===== src/rtl/flash_guard_pkg.sv =====
package flash_guard_pkg;

    localparam int CAUSE_W   = 3;
    localparam int NUM_RULES = 5;

    typedef enum logic [1:0] {
        KIND_FETCH = 2'd0,
        KIND_DREAD = 2'd1,
        KIND_WRITE = 2'd2,
        KIND_ERASE = 2'd3
    } acc_kind_e;

    typedef enum logic [CAUSE_W-1:0] {
        CAUSE_NONE    = 3'd0,
        CAUSE_SECURE  = 3'd1,
        CAUSE_SUPPLY  = 3'd2,
        CAUSE_WR_HIGH = 3'd3,
        CAUSE_RD_HIGH = 3'd4,
        CAUSE_FX_HIGH = 3'd5
    } fault_cause_e;

    // Packed so that bit 0 is the highest-priority rule.
    typedef struct packed {
        logic fx_high;
        logic rd_high;
        logic wr_high;
        logic supply;
        logic secure;
    } rule_hits_t;

    function automatic logic is_modify(acc_kind_e k);
        return (k == KIND_WRITE) || (k == KIND_ERASE);
    endfunction

    function automatic logic [CAUSE_W-1:0] code_of_rule(int idx);
        return CAUSE_W'(idx + 1);
    endfunction

endpackage


===== src/rtl/fg_screen.sv =====
module fg_screen
    import flash_guard_pkg::*;
#(
    parameter int ADDR_W = 16
) (
    input  logic              valid_i,
    input  acc_kind_e         kind_i,
    input  logic [ADDR_W-1:0] addr_i,
    input  logic              wen_i,
    input  logic [ADDR_W-1:0] lock_i,
    input  logic              sec_deny_i,
    input  logic              vmon_en_i,
    output rule_hits_t        hits_o
);

    logic modify;
    logic live;
    logic above;

    always_comb begin
        modify = is_modify(kind_i);
        // A write or erase only reaches flash with the enable bit set.
        live   = valid_i && (!modify || wen_i);
        above  = addr_i > lock_i;

        hits_o.secure  = live && sec_deny_i;
        hits_o.supply  = live && modify && !vmon_en_i;
        hits_o.wr_high = live && modify && above;
        hits_o.rd_high = live && (kind_i == KIND_DREAD) && above;
        hits_o.fx_high = live && (kind_i == KIND_FETCH) && above;
    end

endmodule


===== src/rtl/fg_prio.sv =====
module fg_prio
    import flash_guard_pkg::*;
#(
    parameter int NUM = NUM_RULES
) (
    input  logic [NUM-1:0] hits_i,
    output fault_cause_e   cause_o,
    output logic           any_o
);

    logic [NUM-1:0]     win;
    logic [CAUSE_W-1:0] code;

    // Rule g wins only when no lower-indexed (higher-priority) rule hits.
    for (genvar g = 0; g < NUM; g++) begin : g_win
        if (g == 0) begin : g_top
            assign win[g] = hits_i[0];
        end else begin : g_rest
            assign win[g] = hits_i[g] & ~(|hits_i[g-1:0]);
        end
    end

    always_comb begin
        code = '0;
        for (int i = 0; i < NUM; i++) begin
            if (win[i]) code = code | code_of_rule(i);
        end
    end

    assign cause_o = fault_cause_e'(code);
    assign any_o   = |hits_i;

endmodule


===== src/rtl/fg_hold.sv =====
module fg_hold
    import flash_guard_pkg::*;
(
    input  logic         clk_i,
    input  logic         rst_i,
    input  logic         any_i,
    input  fault_cause_e cause_i,
    output logic         fault_o,
    output fault_cause_e cause_o
);

    always_ff @(posedge clk_i) begin
        if (rst_i) begin
            fault_o <= 1'b0;
            cause_o <= CAUSE_NONE;
        end else begin
            fault_o <= any_i;
            cause_o <= any_i ? cause_i : CAUSE_NONE;
        end
    end

    // a reset edge leaves the outputs quiet
    a_r1_reset_quiet: assert property (@(posedge clk_i)
        rst_i |=> (!fault_o && cause_o == CAUSE_NONE));

    // a strobe always carries a cause
    a_r10_strobe_has_cause: assert property (@(posedge clk_i) disable iff (rst_i)
        fault_o |-> (cause_o != CAUSE_NONE));

    // no strobe, no cause
    a_r10_idle_no_cause: assert property (@(posedge clk_i) disable iff (rst_i)
        !fault_o |-> (cause_o == CAUSE_NONE));

endmodule


===== src/rtl/flash_guard.sv =====
module flash_guard
    import flash_guard_pkg::*;
#(
    parameter int ADDR_W = 16
) (
    input  logic              clk_i,
    input  logic              rst_i,
    input  logic              acc_valid_i,
    input  logic [1:0]        acc_kind_i,
    input  logic [ADDR_W-1:0] acc_addr_i,
    input  logic              store_wen_i,
    input  logic [ADDR_W-1:0] lock_addr_i,
    input  logic              sec_deny_i,
    input  logic              vmon_en_i,
    output logic              fault_o,
    output logic [2:0]        cause_o
);

    rule_hits_t   hits;
    fault_cause_e win_cause;
    logic         any_hit;
    fault_cause_e held_cause;

    fg_screen #(.ADDR_W(ADDR_W)) u_screen (
        .valid_i    (acc_valid_i),
        .kind_i     (acc_kind_e'(acc_kind_i)),
        .addr_i     (acc_addr_i),
        .wen_i      (store_wen_i),
        .lock_i     (lock_addr_i),
        .sec_deny_i (sec_deny_i),
        .vmon_en_i  (vmon_en_i),
        .hits_o     (hits)
    );

    fg_prio #(.NUM(NUM_RULES)) u_prio (
        .hits_i  (hits),
        .cause_o (win_cause),
        .any_o   (any_hit)
    );

    fg_hold u_hold (
        .clk_i   (clk_i),
        .rst_i   (rst_i),
        .any_i   (any_hit),
        .cause_i (win_cause),
        .fault_o (fault_o),
        .cause_o (held_cause)
    );

    assign cause_o = held_cause;

    // an idle cycle produces no strobe on the next
    a_r2_idle_silent: assert property (@(posedge clk_i) disable iff (rst_i)
        (!$past(rst_i) && !$past(acc_valid_i)) |-> !fault_o);

    // a denied flash access always reports the security cause
    a_r3_denied_faults: assert property (@(posedge clk_i) disable iff (rst_i)
        (!$past(rst_i) && $past(acc_valid_i && sec_deny_i
            && (!acc_kind_i[1] || store_wen_i)))
        |-> (fault_o && cause_o == 3'd1));

    // an enabled write or erase with the monitor off reports cause 2
    a_r4_supply_off: assert property (@(posedge clk_i) disable iff (rst_i)
        (!$past(rst_i) && $past(acc_valid_i && !sec_deny_i && acc_kind_i[1]
            && store_wen_i && !vmon_en_i))
        |-> (fault_o && cause_o == 3'd2));

    // at or below the lock boundary with nothing else wrong is legal
    a_r8_at_lock_legal: assert property (@(posedge clk_i) disable iff (rst_i)
        (!$past(rst_i) && $past(!sec_deny_i && vmon_en_i
            && acc_addr_i <= lock_addr_i))
        |-> !fault_o);

endmodule


===== config.mk =====
export PLATFORM = sky130hd
export DESIGN_NAME = flash_guard
export DESIGN_NICKNAME = d
export VERILOG_FILES = /design/src/rtl/flash_guard_pkg.sv /design/src/rtl/fg_screen.sv /design/src/rtl/fg_prio.sv /design/src/rtl/fg_hold.sv /design/src/rtl/flash_guard.sv
export SDC_FILE = /design/constraint.sdc
export NUM_CORES = 1
export LEC_CHECK = 0
export BUFFER_PORTS_ARGS = -buffer_cell sky130_fd_sc_hd__buf_2
export CAP_MARGIN = 20
export CORE_MARGIN = 5
export CORE_UTILIZATION = 40
export CTS_CLUSTER_SIZE = 12
export DETAILED_ROUTE_END_ITERATION = 6
export PLACE_DENSITY_LB_ADDON = 0.15
export SLEW_MARGIN = 25
export SYNTH_ARGS = -nofsm -noshare
export SYNTH_HDL_FRONTEND = slang
export SYNTH_SLANG_ARGS = --single-unit

===== constraint.sdc =====
create_clock -name clk_i -period 1.9 [get_ports clk_i]
set_input_delay 0.19 -clock clk_i [delete_from_list [all_inputs] [get_ports clk_i]]
set_output_delay 0.19 -clock clk_i [all_outputs]
set_load 0.005 [all_outputs]

==> impl_metrics.ini <==
[run_status]
outcome = completed

[sta]
finalMaxSlewViolations = 0
fmax_mhz = 656
relSlewSlack_pct = 79.0
setup_viol = 0
grt_setup_unrepaired = false
finalCriticalPeriod_ns = 1.53
final_min_period_over_clock_period_pct = 80.3
hold_viol = 0
max_slew.worst_pin.slew_ns = 0.311
finalSetupTns_ns = 0

[detailed_routing]
antenna_left = 0
drc = 0
vias = 715
first_pass_iters = 4
wl_um = 1420
drt_iter0_markers = 1
via_per_inst = 4.86
avgRoutedWirePerCell_um = 9.67

[grt]
antenna_found_initial = 0
grt_usage_pct = 12.1
grt_overflow = 0
grt_pass1_wl_um = 2530
grt_max_degree = 7
grt_pass1_vias = 697

[final_layout]
mostFrequentLayoutCells = buf_2, inv_1, ha_1
final_common_cell = buf_2
drive_above_1_share_pct = 37.4
fin_nets = 189
nFillCells = 147
syn2layout_area_growth_pct = 41.2
n_antenna_cell = 0

[worst_setup_path]
slowest_delay_ns = 0.35
crit_chain = buf_2 -> inv_1 -> ha_1 -> nand4_1 -> nor4_2 -> a21boi_2 -> nor4b_1 -> nor4bb_1
cp-start-kind = input port
cp.required_ns = 2.04
crit_arrival_ns = 1.66
worst-path-buf-inv = 2
cp_max_fo = 4
cp-end-kind = flip-flop
crit_type = input port to flip-flop
crit_start = lock_addr_i[15]
crit_path_top_delay_cell = nor4_2
critPathTopFamily = simple AND/OR/NAND/NOR gates

[synth]
synth_flop_cell = dfxtp_1
yosys_register_bits = 4
yosysWarnings = 0
syn_inst = 85
synth_nets = 141
async_reset_ff_share_pct = 0
synth-edff-count = 0
synthDistinctLibCells = 27
syn_avg_cell_area_um2 = 7.36
synth_area_um2 = 626
ys_seq_area_share_pct = 12.8

[pwr]
vdd.ir_drop.worst_mv = 0.207
p_leak_nw = 0.528
fin_total_pwr_mw = 0.330
powerDensity_mw_per_mm2 = 374

[placed_design]
gp_congestion = 0.738
hpwl_um = 1340
io_buffers = 43

[clocking]
holdBufCountCts = 0
clk_pin_slew_worst_paths_ns = 0.03
cts-root-buf = clkbuf_4
postCtsSetupBuffers = 0
cts_tree = done
cts_buffer_depth = 2
cts_max_level = 1
cts_resized = 0
cts.sinks = 4
cts_inserted_buffers = 3

[floorplan]
num_io_pins = 44
core.rowCount = 14
coreArea_mm2 = 0.00149
dieHeight_um = 49.5
start_util_pct = 42.0
dieArea_mm2 = 0.00245
die_w_um = 49.5

[worst_hold_path]
min-delay-start = acc_kind_i[1]
hold_end = u_hold.cause_o[2]$_SDFF_PP0_
min_path_type = input port to flip-flop
min_path_cells = 2

[run]
maxCapViolCount = 0
worst max-delay path by stage:
| stage | end | depth (start not counted) |
|---|---|---|
| finish | u_hold.cause_o[2]$_SDFF_PP0_ | 8 |
| global route | u_hold.cause_o[2]$_SDFF_PP0_ | 8 |
| CTS | u_hold.cause_o[2]$_SDFF_PP0_ | 8 |
| detailed placement | u_hold.cause_o[2]$_SDFF_PP0_ | 8 |
| global placement | u_hold.cause_o[2]$_SDFF_PP0_ | 8 |
| floorplan | u_hold.cause_o[2]$_SDFF_PP0_ | 7 |
synth_stat cells, types with 2 or more instances:
master   instances  area, µm²
nand4_1          3       18.8
a21oi_1          9       45.0
nand2_1          6       22.5
nand3_1          3       15.0
nor3_1           2       10.0
dfxtp_1          4       80.1
nor2_1           5       18.8
o21ai_0          2       10.0
inv_1           18       67.6
ha_1            16        200
kinds of logic after synthesis:
| group | after synthesis | synth area share (%) |
|---|---|---|
| DFF | 4 | 12.8 |
| adders and majority gates | 16 | 32.0 |
| buffers and inverters | 18 | 10.8 |
| AOI/OAI and AO/OA | 18 | 18.0 |
| and+or+nand+nor | 29 | 26.4 |
layer usage:
metal | share of wire, % | vias up | routed length (µm) | GRT usage [%]
li1 | - | 391 | - | -
met1 | 41 | 297 | 588 | 14.8
met2 | 48 | 27 | 681 | 20.6
met3 | 11 | 0 | 152 | 2.71
met4 | 0 | 0 | 0 | 3.93
met5 | 0 | - | 0 | 0
stage by stage:
stage / hold WS, ns / cell area (µm²) / instances / setup WS (ns) / utilization (%)
after floorplan: 0.266 / 626 / 85 / 0.353 / -
after global placement: 0.432 / 861 / 144 / 0.189 / 57.8
after detailed placement: 0.431 / 861 / 144 / 0.141 / 57.8
after CTS: 0.188 / 883 / 147 / 0.376 / 59.3
after global routing: 0.201 / 883 / 147 / 0.257 / 59.3
final: 0.199 / 883 / 147 / 0.375 / 59.3
report_power, final:
part | internal (mW) | leakage, nW | total [mW] | switching, mW
sequential | 0.0877 | 0.0326 | 0.0882 | 0.000501
combinational | 0.0750 | 0.482 | 0.143 | 0.0681
clock | 0.0702 | 0.0138 | 0.0987 | 0.0285
total | 0.233 | 0.528 | 0.330 | 0.0971
cell type report:
cell class                 instances  area [µm²]  share of cell area, %
clock buffer                       3        22.5                   2.55
multi-input combinational         63         478                   54.1
timing repair buffer              43         215                   24.4
tap                               16        20.0                   2.27
sequential                         4        80.1                   9.07
inverter                          18        67.6                   7.65
sequential cells by signal (all words and copies together) (netlist names):
name            cells
u_hold.fault_o      1
u_hold.cause_o      3
Power figures use the tool's default switching activity.
